`src/rtl/ttlq_pkg.sv`:
```
package ttlq_pkg;
  localparam int CHAR_W = 5;
  typedef logic [CHAR_W-1:0] qchar_t;
  typedef enum logic {FD_IDLE = 1'b0, FD_LOAD = 1'b1} feed_state_e;
endpackage

```
`src/rtl/ttlq_feeder.sv`:
```
module ttlq_feeder
  import ttlq_pkg::*;
#(
  parameter int N_ELEM = 16,
  parameter int TTL_W  = 4,
  parameter int LEN_W  = 5
) (
  input  logic             clk,
  input  logic             rst_n,
  input  logic             clear,
  input  logic             start,
  input  logic [LEN_W-1:0] qlen,
  input  logic [TTL_W-1:0] base,
  input  logic             in_valid,
  output logic             in_ready,
  input  qchar_t           in_char,
  input  logic             chain_busy,
  output logic             head_v,
  output qchar_t           head_ch,
  output logic [TTL_W-1:0] head_ttl,
  output logic             busy,
  output logic             load_done
);
  localparam int SUM_W = LEN_W + 1;

  feed_state_e      state;
  logic [LEN_W-1:0] remaining;
  logic [TTL_W-1:0] next_ttl;
  logic [SUM_W-1:0] span_end;
  logic             legal;
  logic             take;

  // Window end (exclusive) and legality of the requested window
  assign span_end = SUM_W'(base) + SUM_W'(qlen);
  assign legal    = (qlen != '0) && (span_end <= SUM_W'(N_ELEM));

  assign in_ready = (state == FD_LOAD) && (remaining != '0);
  assign take     = in_valid && in_ready;
  assign busy     = (state == FD_LOAD);

  always_ff @(posedge clk) begin
    if (!rst_n || clear) begin
      state     <= FD_IDLE;
      remaining <= '0;
      next_ttl  <= '0;
      head_v    <= 1'b0;
      head_ch   <= '0;
      head_ttl  <= '0;
      load_done <= 1'b0;
    end else begin
      load_done <= 1'b0;
      head_v    <= take;
      if (take) begin
        head_ch   <= in_char;
        head_ttl  <= next_ttl;
        remaining <= remaining - 1'b1;
        next_ttl  <= next_ttl - 1'b1;
      end
      unique case (state)
        FD_IDLE: begin
          if (start && legal) begin
            state     <= FD_LOAD;
            remaining <= qlen;
            next_ttl  <= TTL_W'(span_end - 1'b1);
          end
        end
        FD_LOAD: begin
          // all characters issued and the chain fully drained
          if (remaining == '0 && !chain_busy) begin
            state     <= FD_IDLE;
            load_done <= 1'b1;
          end
        end
        default: state <= FD_IDLE;
      endcase
    end
  end

  // an accepted character is launched at the chain head next cycle
  p_head_follows_take_r4: assert property (@(posedge clk) disable iff (!rst_n)
    (take && !clear) |=> (head_v && head_ch == $past(in_char)));

  // the completion pulse lasts a single cycle
  p_done_single_r6: assert property (@(posedge clk) disable iff (!rst_n)
    load_done |=> !load_done);

  // an illegal request while idle leaves the loader idle
  p_illegal_ignored_r9: assert property (@(posedge clk) disable iff (!rst_n)
    (!busy && start && !legal && !clear) |=> !busy);
endmodule

```
`src/rtl/ttlq_cell.sv`:
```
module ttlq_cell
  import ttlq_pkg::*;
#(
  parameter int TTL_W = 4
) (
  input  logic             clk,
  input  logic             rst_n,
  input  logic             clear,
  input  logic             in_v,
  input  qchar_t           in_ch,
  input  logic [TTL_W-1:0] in_ttl,
  output logic             out_v,
  output qchar_t           out_ch,
  output logic [TTL_W-1:0] out_ttl,
  output logic             held_v,
  output qchar_t           held_ch
);
  logic arrive_here;
  assign arrive_here = in_v && (in_ttl == '0);

  always_ff @(posedge clk) begin
    if (!rst_n || clear) begin
      out_v   <= 1'b0;
      out_ch  <= '0;
      out_ttl <= '0;
      held_v  <= 1'b0;
      held_ch <= '0;
    end else begin
      out_v   <= in_v && !arrive_here;
      out_ch  <= in_ch;
      out_ttl <= in_ttl - 1'b1;
      if (arrive_here) begin
        held_v  <= 1'b1;
        held_ch <= in_ch;
      end
    end
  end

  // a character with zero hops left is kept by this element
  p_capture_r3: assert property (@(posedge clk) disable iff (!rst_n)
    (in_v && in_ttl == '0 && !clear) |=> (held_v && held_ch == $past(in_ch) && !out_v));

  // a character with hops left moves one element per cycle, count reduced
  p_forward_r5: assert property (@(posedge clk) disable iff (!rst_n)
    (in_v && in_ttl != '0 && !clear) |=> (out_v && out_ttl == $past(in_ttl) - 1'b1));
endmodule

```
`src/rtl/ttlq_distributor.sv`:
```
module ttlq_distributor
  import ttlq_pkg::*;
#(
  parameter int N_ELEM = 16,
  localparam int TTL_W = (N_ELEM > 1) ? $clog2(N_ELEM) : 1,
  localparam int LEN_W = $clog2(N_ELEM + 1)
) (
  input  logic                     clk,
  input  logic                     rst_n,
  input  logic                     clear,
  input  logic                     start,
  input  logic [LEN_W-1:0]         qlen,
  input  logic [TTL_W-1:0]         base,
  input  logic                     in_valid,
  output logic                     in_ready,
  input  logic [CHAR_W-1:0]        in_char,
  output logic                     busy,
  output logic                     load_done,
  output logic [N_ELEM-1:0]        elem_vld,
  output logic [CHAR_W*N_ELEM-1:0] elem_char
);
  // link[i] feeds element i; link[N_ELEM] is the tail beyond the chain
  logic [N_ELEM:0] link_v;
  qchar_t          link_ch  [N_ELEM+1];
  logic [TTL_W-1:0] link_ttl [N_ELEM+1];
  logic            chain_busy;

  assign chain_busy = |link_v;

  ttlq_feeder #(.N_ELEM(N_ELEM), .TTL_W(TTL_W), .LEN_W(LEN_W)) feeder_i (
    .clk(clk), .rst_n(rst_n), .clear(clear),
    .start(start), .qlen(qlen), .base(base),
    .in_valid(in_valid), .in_ready(in_ready), .in_char(in_char),
    .chain_busy(chain_busy),
    .head_v(link_v[0]), .head_ch(link_ch[0]), .head_ttl(link_ttl[0]),
    .busy(busy), .load_done(load_done)
  );

  for (genvar gi = 0; gi < N_ELEM; gi++) begin : g_elem
    qchar_t held_ch;
    ttlq_cell #(.TTL_W(TTL_W)) cell_i (
      .clk(clk), .rst_n(rst_n), .clear(clear),
      .in_v(link_v[gi]), .in_ch(link_ch[gi]), .in_ttl(link_ttl[gi]),
      .out_v(link_v[gi+1]), .out_ch(link_ch[gi+1]), .out_ttl(link_ttl[gi+1]),
      .held_v(elem_vld[gi]), .held_ch(held_ch)
    );
    assign elem_char[gi*CHAR_W +: CHAR_W] = held_ch;
  end

  // nothing ever leaves the far end of the chain
  p_no_overrun_r10: assert property (@(posedge clk) disable iff (!rst_n)
    !link_v[N_ELEM]);

  // clear empties every element and stops any load
  p_clear_wipes_r8: assert property (@(posedge clk) disable iff (!rst_n)
    clear |=> (elem_vld == '0 && !busy && !chain_busy));

  // completion comes only at the end of an active load
  p_done_ends_load_r6: assert property (@(posedge clk) disable iff (!rst_n)
    load_done |-> ($past(busy) && !busy && !chain_busy));
endmodule

```
`config.mk`:
```
export PLATFORM = sky130hd
export DESIGN_NAME = ttlq_distributor
export DESIGN_NICKNAME = d
export VERILOG_FILES = /design/src/rtl/ttlq_pkg.sv /design/src/rtl/ttlq_feeder.sv /design/src/rtl/ttlq_cell.sv /design/src/rtl/ttlq_distributor.sv
export SDC_FILE = /design/constraint.sdc
export NUM_CORES = 1
export LEC_CHECK = 0
export ABC_AREA = 1
export ABC_CLOCK_PERIOD_IN_PS = 2400
export CORE_AREA = 2 2 154 156
export CTS_CLUSTER_SIZE = 30
export DETAILED_ROUTE_END_ITERATION = 8
export DIE_AREA = 0 0 156 158
export MAX_ROUTING_LAYER = met4
export PLACE_DENSITY = 0.8
export SYNTH_ARGS = -nofsm -noshare
export SYNTH_HDL_FRONTEND = slang
export SYNTH_HIERARCHICAL = 1
export SYNTH_SLANG_ARGS = --single-unit
export TNS_END_PERCENT = 50
```
`constraint.sdc`:
```
create_clock -name clk -period 2.4 [get_ports clk]
set_input_delay 0.24 -clock clk [delete_from_list [all_inputs] [get_ports clk]]
set_output_delay 0.24 -clock clk [all_outputs]
set_load 0.02 [all_outputs]
```
==> flow_summary.yaml <==
clock_network:
  clock_latency_ns: 0.52
  clk_pin_slew_worst_paths_ns: 0.06
  postCtsSetupBuffers: 0
  h-tree-depth: 1
  clockRootBuffer: "clkbuf_16"
  ctsHoldBuffers: 0
  cts_buffers: 27
  cts_sinks: 268
  clockBufferDepth: 3
  cts_tree: "built"
finish:
  area_growth_pct: 21.4
  final_cell_mix: "inv_1 (352), dfxtp_1 (268), nand2_1 (262)"
  final_nets: 1654
  layout_commonest_cell: "inv_1"
  drive_gt1_share_pct: 8.05
  n_antenna_cell: 0
worst_setup_path:
  worstSetupPathType: "reg -> out"
  crit_top_cell: "inv_1"
  rr_endpoint: "feeder_i/remaining[4]"
  ff2ff_path_depth: 10
  crit_chain: "inv_1 -> ha_1 -> nand3_1 -> nand2_1 -> inv_1 -> dlymetal6s2s_1"
  crit_fanout: 4
  start_kind: "flip-flop"
  max_stage_delay_ns: 0.38
  critPathArrivalTime_ns: 1.70
  crit_required_ns: 2.16
  endpoint_kind: "output pin"
  slowest_stage: "dfxtp_1"
  r2r_start: "feeder_i/remaining[1]"
  r2r_setup_slack_ns: 0.72
synth:
  syn_area_per_cell_um2: 7.52
  syn-num-nets: 1521
  netlist_area_um2: 11100
  synthCells: 1476
  ys_warn_count: 6
floorplanning:
  ioPinCount: 118
  die_x_um: 156
  die_h_um: 158
  design.die.area_um2: 24600
  core_um2: 23100
  rows: 56
  initial_core_util_pct: 48.1
pwr:
  leakage_nw: 5.47
  p_total_w: 0.00962
  ir_worst_vdd_mv: 0.491
  powerDensity_nw_per_um2: 715
routing:
  drt_iter0_drc: 381
  wl_um: 21400
  via_per_inst: 4.58
  drc: 0
  firstDrtPassIters: 5
  ant_nets: 0
  vias: 8783
  wl_per_cell_um: 11.2
sta:
  slew_headroom_pct: 74.4
  max_slew.worst_pin.slew_ns: 0.383
  finalClockSkew_ns: 0.00975
  fmax_mhz: 517
  rsz0062_at_grt: "no"
  hold_viol: 0
  period_share_pct: 80.6
  setup-violations-final: 0
  layout_min_cycle_time_ns: 1.94
  fin_hold_ws_ns: 0.272
  drv_slew: 0
placed_design:
  dp_hpwl_um: 15700
  portBuffers: 117
  place_congestion: 0.858
global_routing:
  antenna_found_initial: 0
  grt_overflow: 0
  grt_pass1_wl_um: 36000
  grt_util_all_layers_pct: 17.9
  grt_max_degree: 22
  first_global_vias: 8257
min_path:
  whs_path_depth: 3
  min_path_type: "in -> reg"
  min_from: "in_char[0]"
  holdPathEnd: "feeder_i/head_ch[0]"
outcome:
  outcome: "complete, no violations"
run:
  maxCapViolCount: 0
-- metal layers --
metal | vias to the layer above | wire length [um] | global-route usage, %
met5 | - | 0 | -
met4 | 0 | 345 | 4.37
met3 | 31 | 1230 | 3.53
met2 | 181 | 10600 | 31.7
met1 | 3881 | 9240 | 20.9
li1 | 4690 | - | -
-- how the worst max path moves through the flow --
stage | startpoint | endpoint | cells after the start
finish | feeder_i/remaining[1] | in_ready | 6
global route | qlen[0] | feeder_i/next_ttl[3] | 13
CTS | feeder_i/remaining[1] | in_ready | 6
detailed placement | qlen[0] | feeder_i/remaining[2] | 12
global placement | qlen[0] | feeder_i/remaining[4] | 13
floorplan | qlen[0] | feeder_i/next_ttl[3] | 12
-- worst max-delay path, delay by kind of cell (launching register included) --
family / cells / cell delay [ns]
buffers and inverters: 3 / 0.35
adder cells (fa/ha/maj): 1 / 0.19
flip-flops: 1 / 0.38
AND/OR/NAND/NOR: 2 / 0.26
-- repair_timing --
action,4_1_cts,5_1_grt
setup endpoints to repair,0,1
endpoints found under the hold margin,0,0
gates resized for setup,0,1
-- power by group --
group / leakage [nW] / internal, W / switching (W)
clock network: 0.459 / 0.00267 / 0.00165
logic: 2.84 / 0.000254 / 0.000448
registers: 2.17 / 0.00452 / 0.0000674
-- state kept, by name (all words and copies together) (netlist names), 4 cells and up --
name / flops
g_elem.cell_i/out_ch: 75
g_elem.cell_i/held_v: 16
feeder_i/next_ttl: 4
feeder_i/head_ch: 5
g_elem.cell_i/out_ttl: 60
g_elem.cell_i/out_v: 16
feeder_i/head_ttl: 4
feeder_i/remaining: 5
g_elem.cell_i/held_ch: 80
-- layout make-up --
cell class	instances	area [um2]
Clock buffer	38	777
Clock inverter	9	153
Fill cell	1997	9590
Inverter	372	1400
Multi-Input combinational cell	815	4180
Sequential cell	268	5370
Tap cell	290	363
Timing Repair Buffer	125	1230
-- metrics by stage --
stage,setup TNS (ns),instance area [um2],std cells,setup slack [ns],util (%)
floorplan,0,11100,1476,0.482,-
global placement,0,12500,1870,0.0477,54.4
detailed placement,-0.490,12500,1870,-0.0761,54.4
CTS,0,13500,1917,0.0482,58.4
global route,0,13500,1917,0.347,58.4
finish,0,13500,1917,0.465,58.4
(Power assumes the default switching activity.)
